`src/rtl/burst_sram_pkg.sv`:
```
package burst_sram_pkg;

    localparam int BURST_BITS = 2;

    typedef struct packed {
        logic act;
        logic wr;
    } cmd_t;

    function automatic logic [BURST_BITS-1:0] burst_lo(
        input logic [BURST_BITS-1:0] start,
        input logic [BURST_BITS-1:0] cnt,
        input logic                  linear
    );
        return linear ? start + cnt : start ^ cnt;
    endfunction

endpackage

```
`src/rtl/bsr_addr_ctr.sv`:
```
module bsr_addr_ctr
    import burst_sram_pkg::*;
#(
    parameter int ADDR_W = 8
) (
    input  logic              clk,
    input  logic              rst,
    input  logic              ce,
    input  logic              adr_stb,
    input  logic              burst_adv,
    input  logic              lin_order,
    input  logic [ADDR_W-1:0] addr,
    output logic [ADDR_W-1:0] eff_addr
);
    logic [ADDR_W-1:0]     base_q;
    logic [BURST_BITS-1:0] cnt_q;

    always_ff @(posedge clk) begin
        if (rst) begin
            base_q <= '0;
            cnt_q  <= '0;
        end else if (ce) begin
            if (adr_stb) begin
                base_q <= addr;
                cnt_q  <= '0;
            end else if (burst_adv) begin
                cnt_q <= cnt_q + 1'b1;
            end
        end
    end

    assign eff_addr = {base_q[ADDR_W-1:BURST_BITS],
                       burst_lo(base_q[BURST_BITS-1:0], cnt_q, lin_order)};
endmodule

```
`src/rtl/bsr_array.sv`:
```
module bsr_array #(
    parameter int ADDR_W = 8,
    parameter int NBYTES = 2,
    parameter int BYTE_W = 9
) (
    input  logic                     clk,
    input  logic                     we,
    input  logic [NBYTES-1:0]        be,
    input  logic [ADDR_W-1:0]        adr,
    input  logic [NBYTES*BYTE_W-1:0] wdata,
    output logic [NBYTES*BYTE_W-1:0] rdata
);
    localparam int DEPTH = 1 << ADDR_W;

    for (genvar b = 0; b < NBYTES; b++) begin : g_lane
        logic [BYTE_W-1:0] lane [DEPTH];

        always_ff @(posedge clk) begin
            if (we && be[b]) lane[adr] <= wdata[b*BYTE_W +: BYTE_W];
        end

        assign rdata[b*BYTE_W +: BYTE_W] = lane[adr];
    end
endmodule

```
`src/rtl/bsr_out_stage.sv`:
```
module bsr_out_stage #(
    parameter int WORD_W = 18
) (
    input  logic              clk,
    input  logic              rst,
    input  logic              flow_mode,
    input  logic              oe,
    input  logic              cur_act,
    input  logic              cur_wr,
    input  logic [WORD_W-1:0] arr_data,
    output logic [WORD_W-1:0] rdata,
    output logic              rd_valid
);
    logic              pipe_rd_q;
    logic [WORD_W-1:0] pipe_q;

    always_ff @(posedge clk) begin
        if (rst) pipe_rd_q <= 1'b0;
        else     pipe_rd_q <= cur_act & ~cur_wr;
    end

    always_ff @(posedge clk) begin
        pipe_q <= arr_data;
    end

    assign rdata    = flow_mode ? pipe_q : arr_data;
    // Drive enable drops as soon as a deselect or write is captured.
    assign rd_valid = oe & cur_act & ~cur_wr & (~flow_mode | pipe_rd_q);
endmodule

```
`src/rtl/burst_sram.sv`:
```
module burst_sram
    import burst_sram_pkg::*;
#(
    parameter int ADDR_W = 8,
    parameter int NBYTES = 2,
    parameter int BYTE_W = 9
) (
    input  logic                     clk,
    input  logic                     rst,
    input  logic                     flow_mode,
    input  logic                     lin_order,
    input  logic                     ce,
    input  logic                     adr_stb,
    input  logic                     burst_adv,
    input  logic [ADDR_W-1:0]        addr,
    input  logic [NBYTES-1:0]        byte_we,
    input  logic                     glob_we,
    input  logic [NBYTES*BYTE_W-1:0] wdata,
    input  logic                     oe,
    output logic [NBYTES*BYTE_W-1:0] rdata,
    output logic                     rd_valid
);
    localparam int WORD_W = NBYTES * BYTE_W;

    cmd_t              cur_q;
    logic [NBYTES-1:0] be_q;
    logic [WORD_W-1:0] wd_q;
    logic [ADDR_W-1:0] eff_addr;
    logic [WORD_W-1:0] arr_data;

    always_ff @(posedge clk) begin
        if (rst) begin
            cur_q <= '{act: 1'b0, wr: 1'b0};
        end else begin
            cur_q.act <= ce;
            cur_q.wr  <= ce & (glob_we | (|byte_we));
        end
    end

    always_ff @(posedge clk) begin
        be_q <= glob_we ? {NBYTES{1'b1}} : byte_we;
        wd_q <= wdata;
    end

    bsr_addr_ctr #(.ADDR_W(ADDR_W)) u_ctr (
        .clk       (clk),
        .rst       (rst),
        .ce        (ce),
        .adr_stb   (adr_stb),
        .burst_adv (burst_adv),
        .lin_order (lin_order),
        .addr      (addr),
        .eff_addr  (eff_addr)
    );

    bsr_array #(.ADDR_W(ADDR_W), .NBYTES(NBYTES), .BYTE_W(BYTE_W)) u_arr (
        .clk   (clk),
        .we    (cur_q.act & cur_q.wr),
        .be    (be_q),
        .adr   (eff_addr),
        .wdata (wd_q),
        .rdata (arr_data)
    );

    bsr_out_stage #(.WORD_W(WORD_W)) u_out (
        .clk       (clk),
        .rst       (rst),
        .flow_mode (flow_mode),
        .oe        (oe),
        .cur_act   (cur_q.act),
        .cur_wr    (cur_q.wr),
        .arr_data  (arr_data),
        .rdata     (rdata),
        .rd_valid  (rd_valid)
    );
endmodule

```
`config.mk`:
```
export PLATFORM = sky130hd
export DESIGN_NAME = burst_sram
export DESIGN_NICKNAME = d
export VERILOG_FILES = /design/src/rtl/burst_sram_pkg.sv /design/src/rtl/bsr_addr_ctr.sv /design/src/rtl/bsr_array.sv /design/src/rtl/bsr_out_stage.sv /design/src/rtl/burst_sram.sv
export SDC_FILE = /design/constraint.sdc
export NUM_CORES = 2
export LEC_CHECK = 0
export BUFFER_PORTS_ARGS = -buffer_cell sky130_fd_sc_hd__clkbuf_2
export CAP_MARGIN = 20
export CORE_UTILIZATION = 33
export CTS_CLUSTER_DIAMETER = 80
export DETAILED_ROUTE_END_ITERATION = 10
export MAX_ROUTING_LAYER = met4
export PLACE_DENSITY = 0.53
export REMOVE_ABC_BUFFERS = 1
export SLEW_MARGIN = 20
export SYNTH_ARGS = -nofsm -noshare
export SYNTH_HDL_FRONTEND = slang
export SYNTH_MEMORY_MAX_BITS = 65536
export SYNTH_SLANG_ARGS = --single-unit
```
`constraint.sdc`:
```
create_clock -name clk -period 11.47 [get_ports clk]
set_input_delay 0.5735 -clock clk [delete_from_list [all_inputs] [get_ports clk]]
set_output_delay 0.5735 -clock clk [all_outputs]
set_load 0.02 [all_outputs]
```
==> flow_summary_export.csv <==
group,metric,value,unit
outcome,status,"finished clean",
cts,clock_path_buffers,4,
floorplan,die_area,0.585,mm2
synthesis,synth-edff-count,4608,
placed_design,gp_congestion,0.841,
setup_path,end_kind,"output pin",
floorplan,coreArea,0.579,mm2
floorplan,die_h,765,um
synthesis,yosysWarnings,0,
global_route,grt_pass1_wl,833000,um
timing,post-route-period-util,75.0,%
global_route,antenna_found_initial,45,
final_layout,syn_to_final_growth,13.5,%
synthesis,ys_ff_latch,4659,
synthesis,seq_area_frac_synth,72.5,%
timing,setup_ws,2.87,ns
cts,ctsHoldBuffers,50,
synthesis,synthTopCellsByArea,"edfxtp_1 72%, nand2_1 6.1%, mux4_2 3.2%",
final_layout,nNetsFinal,13900,
timing,setup_viol,0,
setup_path,cp_max_fo,145,
synthesis,synth_flop_cell,"edfxtp_1",
synthesis,syn_area_per_cell,13.8,um2
synthesis,synth_compound_area_share,6.96,%
placed_design,portBuffers,55,
hold_path,hp-class,"in2reg",
cts,cts.repair.resized,0,
timing,fmax,116,MHz
setup_path,path_class,"reg2out",
global_route,gr-total-overflow,0,
synthesis,muxShareOfSynthArea,6.23,%
synthesis,synth_commonest_cells,"4608 x edfxtp_1, 3138 x nand2_1, 794 x nor2_1",
synthesis,synth-simple-area-share,12.0,%
cts,root_buffer,"clkbuf_16",
cts,cts_tree,"yes",
routing,ant_nets,0,
final_layout,register_area,0.139,mm2
setup_path,required,10.90,ns
routing,vias_per_cell,5.50,
setup_path,crit_arrival,8.03,ns
final_layout,final_util,37.7,%
synthesis,yosysMostFrequentCell,"edfxtp_1",
cts,cts.sinks,4659,
routing,dr.pass1.iters,6,
synthesis,yosys.area_share.xor_xnor,0.0300,%
power_and_ir_drop,vdd_drop_max,161,uV
timing,rsz0062_at_grt,"false",
routing,totalWireLength,587000,um
timing,clock_skew,0.0715,ns
final_layout,fillers,54500,
setup_path,cp-start-kind,"register",
synthesis,synthArstFlopShare,0,%
global_route,grt_pass1_vias,114000,
synthesis,yosys.area.top_type,"edfxtp_1",
synthesis,yosysUniqueCellTypes,60,
routing,vias,121000,
power_and_ir_drop,p_per_area,168,mW/mm2
final_layout,multi_input_comb_area,0.0493,mm2
cts,cts_buffers,520,
cts,cts_setup_buffers,0,
floorplan,start_util,33.2,%
synthesis,synth_top_family_by_area,"simple AND/OR/NAND/NOR gates",
synthesis,yosysTopAreaCellShare,72.0,%
timing,slew_headroom,12.8,%
synthesis,synth_area,0.192,mm2
timing,worst_pin_slew,1.30,ns
timing,finalSetupTns,0,ns
routing,drt_first_iter_violations,13800,
global_route,grt_max_degree,208,
cts,htree_levels,6,
routing,drcViolationCount,0,
timing,slew_viol_final,0,
global_route,grtUsageTotal,19.9,%
cts,insertion_delay,1.09,ns
floorplan,io_pins,56,
synthesis,netlist_instances,14000,
timing,min_period,8.60,ns
timing,final_hold_viol_count,0,
flow_run,drv_cap,0,
floorplan,rows,279,
power_and_ir_drop,p_leak,68.0,nW
routing,detail_route.wl_per_cell,26.7,um
placed_design,place_ws,3.85,ns
placed_design,dp_hpwl,341000,um
synthesis,yosys.area_share.adder,0.00651,%
cts,clk_pin_slew,0.06,ns
floorplan,die_w,765,um
final_layout,drive_gt1_share,10.9,%
layout by cell type (no fill, tap or decap), types with 271 or more instances in the layout:
cell	count
mux4_2	271
mux2i_1	497
nand3_1	678
nor3_1	389
nand2_1	3123
edfxtp_1	4608
a311oi_1	276
nor2_1	758
a31oi_1	290
a21oi_1	278
clkbuf_16	530
o21ai_0	352
where the power goes:
group,internal (mW),switching (mW),total [mW]
logic,0.531,1.45,1.98
registers,18.7,0.0818,18.8
clock network,8.91,7.04,15.9
total,28.2,8.57,36.7
through the flow:
step | area, um2 | cells | power [mW] | hold WS (ns)
after detailed placement | 201000 | 21000 | 21.1 | 0.452
after global placement | 201000 | 21000 | 21.1 | 0.456
after global routing | 218000 | 22000 | 37.7 | 0.102
after CTS | 218000 | 22000 | 37.0 | 0.0439
after floorplan | 188000 | 12900 | 21.1 | 0.429
final | 218000 | 22000 | 36.7 | 0.119
layout make-up:
type | count | share of cell area [%]
well taps | 7727 | 4.43
multi-input cells | 8261 | 22.6
flip-flops and latches | 4659 | 64.0
clock inverters | 281 | 1.08
diodes | 32 | 0.0367
clock buffers | 648 | 6.30
repair buffers | 382 | 1.55
inverters | 8 | 0.0172
registers in the layout (all words and copies together), names as in the netlist:
signal / flops
be_q: 2
u_arr.g_lane.lane: 4608
wd_q: 18
cur_q: 2
u_out.pipe_q: 18
u_out.pipe_rd_q: 1
u_ctr.base_q: 8
u_ctr.cnt_q: 2
final timing paths:
| check | slack (ns) | endpoint | cells past startpoint | start |
|---|---|---|---|---|
| worst max-delay path | 2.87 | rdata[3] | 13 | u_ctr.cnt_q[0]$_SDFFE_PP0P_ |
| worst min-delay path | 0.12 | cur_q[1]$_SDFF_PP0_ | 3 | ce |
| worst max register to register | 4.80 | u_out.pipe_q[3]$_DFF_P_ | 11 | u_ctr.cnt_q[0]$_SDFFE_PP0P_ |
| worst min register to register | 0.67 | u_arr.g_lane[1].lane[20][7]$_DFFE_PP_ | 0 | wd_q[16]$_DFF_P_ |
cell families after synthesis:
group           after synthesis
xor+xnor                      4
buf+inv                    1045
mux                         847
simple gates               5465
flops                      4659
compound gates             1944
fa+ha+maj                     1
layer usage:
metal	GRT usage, %	part of all wire, %
met5	-	0
met4	6.11	3.2
met3	3.08	7.5
met2	30.4	46
met1	27.3	43
worst max-delay path: stages, from the launching register on:
cell and delay, ns:
dfxtp_1 0.44, ha_4 0.47, nand2_4 0.44, xnor2_4 0.81, buf_12 0.45, buf_12 0.58
nand2_1 0.14, a31oi_1 0.19, nand3_1 0.12, nor4_2 1.05, a31oi_2 0.66, a2111oi_2 0.72
mux2_1 0.22, clkbuf_2 0.24
No activity file was read; power rests on OpenSTA's default activity.
